### config.mk
export PLATFORM = sky130hd
export DESIGN_NAME = interval_timer
export DESIGN_NICKNAME = d
export VERILOG_FILES = /design/src/rtl/itmr_pkg.sv /design/src/rtl/itmr_prescaler.sv /design/src/rtl/itmr_tap_sel.sv /design/src/rtl/itmr_counter.sv /design/src/rtl/interval_timer.sv
export SDC_FILE = /design/constraint.sdc
export NUM_CORES = 1
export LEC_CHECK = 0
export ABC_AREA = 1
export ABC_CLOCK_PERIOD_IN_PS = 1400
export CORE_MARGIN = 3
export CORE_UTILIZATION = 48
export CTS_CLUSTER_SIZE = 30
export DETAILED_ROUTE_END_ITERATION = 6
export HOLD_SLACK_MARGIN = 0.03
export PLACE_DENSITY_LB_ADDON = 0.08
export SYNTH_ARGS = -nofsm -noshare
export SYNTH_HDL_FRONTEND = slang
export SYNTH_SLANG_ARGS = --single-unit
export TNS_END_PERCENT = 10
### constraint.sdc
create_clock -name clk -period 1.4 [get_ports clk]
set_input_delay 0.14 -clock clk [delete_from_list [all_inputs] [get_ports clk]]
set_output_delay 0.14 -clock clk [all_outputs]
set_load 0.05 [all_outputs]
### src/rtl/itmr_pkg.sv
package itmr_pkg;
    localparam int CNT_W     = 8;   // counter width
    localparam int TAPS      = 8;   // number of prescaler taps
    localparam int FIRST_TAP = 2;   // prescaler bit giving the divide-by-8 tap
    localparam int CLR_BIT   = 3;   // control write bit that requests a clear

    typedef enum logic [0:0] {
        ST_RUN   = 1'b0,
        ST_CLEAR = 1'b1
    } clr_state_t;
endpackage

### src/rtl/itmr_prescaler.sv
module itmr_prescaler #(
    parameter int DIV_W = 10
) (
    input  logic             clk,
    input  logic             rst_n,
    output logic [DIV_W-1:0] div_q
);
    always_ff @(posedge clk or negedge rst_n) begin
        if (!rst_n) div_q <= '0;
        else        div_q <= div_q + 1'b1;
    end

    AST_DIV_STEP: assert property (@(posedge clk) disable iff (!rst_n)
        1'b1 |=> div_q == DIV_W'($past(div_q) + 1'b1));
endmodule

### src/rtl/itmr_tap_sel.sv
module itmr_tap_sel #(
    parameter int TAPS  = 8,
    parameter int SEL_W = $clog2(TAPS)
) (
    input  logic             clk,
    input  logic             rst_n,
    input  logic [TAPS-1:0]  div_hi,
    input  logic [SEL_W-1:0] sel,
    output logic             tick
);
    logic [TAPS-1:0] taps;
    logic            sel_tap;
    logic            prev_q;

    for (genvar g = 0; g < TAPS; g++) begin : g_tap
        assign taps[g] = div_hi[g];
    end

    assign sel_tap = taps[sel];

    always_ff @(posedge clk or negedge rst_n) begin
        if (!rst_n) prev_q <= 1'b0;
        else        prev_q <= sel_tap;
    end

    assign tick = sel_tap & ~prev_q;

    AST_TICK_SINGLE: assert property (@(posedge clk) disable iff (!rst_n)
        tick |=> !tick);
endmodule

### src/rtl/itmr_counter.sv
module itmr_counter
    import itmr_pkg::*;
#(
    parameter int W = CNT_W
) (
    input  logic         clk,
    input  logic         rst_n,
    input  logic         tick_en,
    input  logic         clr_req,
    output logic [W-1:0] count_q,
    output logic         wrap
);
    clr_state_t   state_q, state_d;
    logic [W-1:0] count_d;

    // state register
    always_ff @(posedge clk or negedge rst_n) begin
        if (!rst_n) begin
            state_q <= ST_RUN;
            count_q <= '0;
        end else begin
            state_q <= state_d;
            count_q <= count_d;
        end
    end

    // next state and counter outputs
    always_comb begin
        state_d = state_q;
        count_d = count_q;
        wrap    = 1'b0;
        unique case (state_q)
            ST_RUN: begin
                if (clr_req) begin
                    state_d = ST_CLEAR;
                    count_d = '0;
                end else if (tick_en) begin
                    count_d = count_q + 1'b1;
                    wrap    = (count_q == {W{1'b1}});
                end
            end
            ST_CLEAR: begin
                count_d = '0;
                state_d = clr_req ? ST_CLEAR : ST_RUN;
            end
        endcase
    end

    AST_COUNT_STEP: assert property (@(posedge clk) disable iff (!rst_n)
        (state_q == ST_RUN && !clr_req && tick_en) |=> count_q == W'($past(count_q) + 1'b1));
    AST_COUNT_HOLD: assert property (@(posedge clk) disable iff (!rst_n)
        (state_q == ST_RUN && !clr_req && !tick_en) |=> $stable(count_q));
    AST_CLEAR_ZERO: assert property (@(posedge clk) disable iff (!rst_n)
        clr_req |=> count_q == '0);
    AST_CLEAR_ONE_CYCLE: assert property (@(posedge clk) disable iff (!rst_n)
        (state_q == ST_CLEAR && !clr_req) |=> (state_q == ST_RUN && count_q == '0));
endmodule

### src/rtl/interval_timer.sv
module interval_timer
    import itmr_pkg::*;
#(
    parameter int W      = CNT_W,
    parameter int NTAPS  = TAPS,
    parameter int TAP0   = FIRST_TAP
) (
    input  logic         clk,
    input  logic         rst_n,
    input  logic         wr_en,
    input  logic [3:0]   wr_data,
    input  logic         irq_clr,
    output logic [W-1:0] rd_count,
    output logic         irq_flag,
    output logic         wdt_tick
);
    localparam int SEL_W = $clog2(NTAPS);
    localparam int DIV_W = TAP0 + NTAPS;

    logic [DIV_W-1:0] div_q;
    logic [SEL_W-1:0] sel_q;
    logic             tick;
    logic             clr_req;
    logic             wrap;

    itmr_prescaler #(.DIV_W(DIV_W)) u_pre (
        .clk   (clk),
        .rst_n (rst_n),
        .div_q (div_q)
    );

    // tap select register, resets to the slowest tap
    always_ff @(posedge clk or negedge rst_n) begin
        if (!rst_n)     sel_q <= '1;
        else if (wr_en) sel_q <= wr_data[SEL_W-1:0];
    end

    itmr_tap_sel #(.TAPS(NTAPS), .SEL_W(SEL_W)) u_tap (
        .clk    (clk),
        .rst_n  (rst_n),
        .div_hi (div_q[DIV_W-1:TAP0]),
        .sel    (sel_q),
        .tick   (tick)
    );

    assign clr_req = wr_en & wr_data[CLR_BIT];

    itmr_counter #(.W(W)) u_cnt (
        .clk     (clk),
        .rst_n   (rst_n),
        .tick_en (tick),
        .clr_req (clr_req),
        .count_q (rd_count),
        .wrap    (wrap)
    );

    // interrupt flag: set wins over clear
    always_ff @(posedge clk or negedge rst_n) begin
        if (!rst_n)       irq_flag <= 1'b0;
        else if (wrap)    irq_flag <= 1'b1;
        else if (irq_clr) irq_flag <= 1'b0;
    end

    assign wdt_tick = tick;

    AST_WRAP_SETS_IRQ: assert property (@(posedge clk) disable iff (!rst_n)
        wrap |=> irq_flag);
    AST_IRQ_STICKY: assert property (@(posedge clk) disable iff (!rst_n)
        (irq_flag && !irq_clr) |=> irq_flag);
    AST_IRQ_ONLY_ON_WRAP: assert property (@(posedge clk) disable iff (!rst_n)
        (!irq_flag && !wrap) |=> !irq_flag);
endmodule

Yosys cells after proc, flatten, opt, wreduce, memory -nomap -nowiden. Index checks and enable logic that the tools add are counted.

Output and inout port bits: 10. Input bits: 8. Logic and storage cells: 27. Flip-flop bits (word level): 24.

Add/subtract/negate cells: 2. Eq/ne operators: 2. Reduce and logical (&&, ||, !) cells: 1. Order comparisons: 1. Bitwise operators: 4. Mux-type cells: 11.

Operators by type and width (number): two-way mux 8 bit (2); case mux 8 bit (2 select lines) (1); adder 10 x 1 -> 10 bit (second input constant) (1); adder 8 x 1 -> 8 bit (second input constant) (1); == test 8 bit (second input constant) (1); two-way mux 1 bit (7); less-than comparator 3 x 4 -> 1 bit (second input constant) (1); binary-select mux 1 bit (select 3 bit) (1); != test 3 bit (second input constant) (1); AND 1 bit (2); NOT 1 bit (2); nonzero test 2 bit (1).

Logic depth before layout (Yosys ltp).
Word-level depth: 7. Mapped depth: 9. Gate-level depth less buffers: 8.

Modules after synthesis. A second synthesis with hierarchy kept.

Cell total of the unflattened synthesis: 165. Area total of the unflattened synthesis: 1265.0 sq um.

By module, submodules not included: itmr_counter (area each 494.2 sq um, cells an instance 64, seq. area each 225.2 sq um, instances 1); itmr_prescaler (area each 466.7 sq um, cells an instance 52, seq. area each 250.2 sq um, instances 1); interval_timer (area each 163.9 sq um, cells an instance 20, seq. area each 103.8 sq um, instances 1); itmr_tap_sel (area each 140.1 sq um, cells an instance 29, seq. area each 25.0 sq um, instances 1).

Worst setup path after synthesis. Ideal clock, no wire load.

Kind: reg2reg. From: reg u_cnt.count_q[1]. To: reg u_cnt.count_q[6]. Arrival: 1.513 ns. Stages on the path, launching flop included: 8. Slack: -0.233 ns. Path buffers: 0. Cells stage by stage: dfrtp_1 ha_1 nand3_1 nor2_1 xor2_1 nor3_1 nand2_1 o21ai_2.

Cells in the longest elaborated chain, start to end: 4.

RTL lines: start: declaration (line itmr_counter.sv:10) `output logic [W-1:0] count_q,`; start signal: assignment (line itmr_counter.sv:23) `count_q <= count_d;`; adder 8 x 1 -> 8 bit (line itmr_counter.sv:38) `count_d = count_q + 1'b1;`; two-way mux 8 bit (line itmr_counter.sv:37) `end else if (tick_en) begin`; two-way mux 8 bit (line itmr_counter.sv:34) `if (clr_req) begin`; case mux 8 bit (2 select lines) (line itmr_counter.sv:32) `unique case (state_q)`.

No other way between the ends. The select of a mux whose other input is x is not followed. A chain may end at the register's enable or synchronous reset.

Worst setup path in the final report.
From: reg sel_q[0]. To: out wdt_tick.

Cells in the longest elaborated chain, start to end: 3.

RTL lines: start: declaration (line interval_timer.sv:21) `logic [SEL_W-1:0] sel_q;`; start signal: assignment (line interval_timer.sv:35) `else if (wr_en) sel_q <= wr_data[SEL_W-1:0];`; binary-select mux 1 bit (select 3 bit) (line itmr_tap_sel.sv:19) `assign sel_tap = taps[sel];`; two-way mux 1 bit (implied by the code) (line itmr_tap_sel.sv:19); AND 1 bit (line itmr_tap_sel.sv:26) `assign tick = sel_tap & ~prev_q;`; end: declaration (line interval_timer.sv:15) `output logic wdt_tick`.

No other way between the ends. The select of a mux whose other input is x is not followed.

==> results.sh <==
export IMPL_dp_cells=199
export IMPL_hold_slack_ps=150
export IMPL_drt_first_iter_violations=35
export IMPL_mostFrequentLayoutCells="28 x inv_1, 28 x nand2_1, 17 x dfrtp_1"
export IMPL_ant_nets=0
export IMPL_register_area_um2=609
export IMPL_crit_type="flop to output port"
export IMPL_cts_sinks=24
export IMPL_ir_worst_vdd_uv=758
export IMPL_finalCoreUtilization=0.693
export IMPL_grt_pass1_vias=1004
export IMPL_dp_hpwl_um=1810
export IMPL_cts_tree="built"
export IMPL_ys_seq_area_frac=0.471
export IMPL_postCtsHoldBufs=0
export IMPL_crit_fanout=4
export IMPL_worstReg2RegStart="sel_q[1]$_DFFE_PN1P_"
export IMPL_worst_setup_path_end_kind="output port"
export IMPL_cts_clk_slew_worst_paths_ps=140
export IMPL_layout_min_cycle_time_ps=1670
export IMPL_cts_root_buf="clkbuf_4"
export IMPL_htree_levels=1
export IMPL_wire_per_inst_um=11.5
export IMPL_antenna_found_initial=0
export IMPL_tightest_slew_ps=421
export IMPL_maxSlewHeadroom=0.717
export IMPL_post_route_cells_drive_above_1_share=0.315
export IMPL_fillers=199
export IMPL_clk_latency_ps=320
export IMPL_syn_num_nets=159
export IMPL_hp_class="primary input to async pin"
export IMPL_dieArea_um2=3330
export IMPL_yosysWarningCount=0
export IMPL_row_count=18
export IMPL_violations="negative setup slack"
export IMPL_critPathRequiredTime_ps=1260
export IMPL_routed_via_count=1045
export IMPL_status="finished with violations"
export IMPL_startpoint="sel_q[0]$_DFFE_PN1P_"
export IMPL_drt_pass1_iterations=4
export IMPL_grt_pass1_wl_um=4350
export IMPL_powerDensity_nw_per_um2=944
export IMPL_die_y_um=57.7
export IMPL_grt_use_total=0.169
export IMPL_ys_ff_latch=24
export IMPL_max_freq_mhz=599
export IMPL_hold_viol_final=0
export IMPL_synth_cells=149
export IMPL_area_growth_pct=35.0
export IMPL_maxCapViolations=0
export IMPL_fin_crit_sh=1.19
export IMPL_synth_distinct_cells=21
export IMPL_gp_congestion=0.781
export IMPL_cts_max_path_buffers=2
export IMPL_via_per_inst=5.02
export IMPL_core_um2=2500
export IMPL_rsz0062_at_grt="yes"
export IMPL_cp_arrival_ps=1530
export IMPL_clock_skew_final_ps=9.84
export IMPL_finalPower_mw=1.64
export IMPL_place_ws_ps=1.83
export IMPL_multi_input_area_um2=598
export IMPL_setup_tns_ps=-1340
export IMPL_setup_viol=9
export IMPL_grt_max_degree=25
export IMPL_die_w_um=57.7
export IMPL_instances_no_fill=208
export IMPL_n_antenna_cell=0
export IMPL_postSynthAreaPerCell_um2=8.61
export IMPL_slew_viol_final=0
export IMPL_setup_ws_ps=-268
export IMPL_ios=18
export IMPL_finalWirelength_um=2400
export IMPL_final_area_um2=1730
export IMPL_start_kind="flop"
export IMPL_grt_overflow=0
export IMPL_io_buffer_count=17
export IMPL_p_leak_nw=0.812
export IMPL_netlist_area_um2=1280
export IMPL_dpl_cell_area_um2=1610
export IMPL_drc_errors=0
export IMPL_nets=189
export IMPL_cts_made_buffers=3
export IMPL_initial_utilization=0.513
-- final timing paths --
check                      depth (start not counted)  slack (ps)                           end
setup / recovery                                   7        -270                      wdt_tick
hold / removal                                     2         150      u_pre.div_q[9]$_DFF_PN0_
setup reg to reg                                   9        -160  u_cnt.count_q[5]$_DFFE_PN0P_
hold reg to reg                                    1         470      u_pre.div_q[0]$_DFF_PN0_
max in group asynchronous                          2         950          sel_q[0]$_DFFE_PN1P_
min in group clk                                   3         330          sel_q[2]$_DFFE_PN1P_
-- power breakdown --
part	leakage, nW	total, mW	switching, mW	internal, mW
clock network	0.0279	0.507	0.217	0.290
registers	0.300	0.762	0.0347	0.727
logic	0.484	0.367	0.199	0.167
total	0.812	1.64	0.451	1.18
-- logic make-up (layout without fill, tap and decap cells) --
| group | Yosys count | after routing | share of synthesized area |
|---|---|---|---|
| simple gates | 74 | 74 | 0.288 |
| flops | 24 | 24 | 0.471 |
| compound gates | 10 | 10 | 0.0595 |
| buf+inv | 30 | 59 | 0.100 |
| fa+ha+maj | 2 | 2 | 0.0195 |
| xor+xnor | 9 | 9 | 0.0615 |
-- Yosys cell counts (all sizes together) --
| cell | n | area, um^2 |
|---|---|---|
| buf | 1 | 20.0 |
| dfrtp | 21 | 526 |
| dfstp | 3 | 78.8 |
| ha | 2 | 25.0 |
| inv | 29 | 109 |
| nand2 | 35 | 149 |
| nand3 | 14 | 97.6 |
| nand4 | 2 | 12.5 |
| nor2 | 15 | 66.3 |
| nor3 | 5 | 25.0 |
| nor4 | 3 | 18.8 |
| o21ai | 10 | 76.3 |
| xor2 | 9 | 78.8 |
-- state kept, by name (all words and copies together), names as in the netlist --
| register | count |
|---|---|
| irq_flag | 1 |
| sel_q | 3 |
| u_cnt.count_q | 8 |
| u_cnt.state_q | 1 |
| u_pre.div_q | 10 |
| u_tap.prev_q | 1 |
-- area by class of cell --
type / instances / share of cell area
Multi-Input combinational cell: 95 / 0.345
Sequential cell: 24 / 0.352
Clock buffer: 3 / 0.0130
Tap cell: 30 / 0.0217
Inverter: 29 / 0.0629
Timing Repair Buffer: 26 / 0.188
Clock inverter: 1 / 0.0173
-- critical path: stages, from the launching register on --
cell and delay (ps):
dfstp_2 590, buf_4 120, nand2_1 60, nand3_2 70, nand3_2 90, nand2_2 90, nor2_4 50, buf_12 140
-- metal layers --
layer	track usage	routed length, um	share of wire	vias up
met3	0.0334	111	0.046	5
met1	0.226	1110	0.46	492
met4	0.0795	55	0.023	0
met5	0	0	0	-
li1	-	-	-	527
met2	0.263	1120	0.47	21
-- repair_timing --
action / CTS / global route
pin swaps: 4 / 4
setup endpoints to repair: 4 / 12
gates resized for setup: 3 / 3
cloned: 0 / 0
buffers inserted: 4 / 1
No activity file was read; power rests on OpenSTA's default activity.
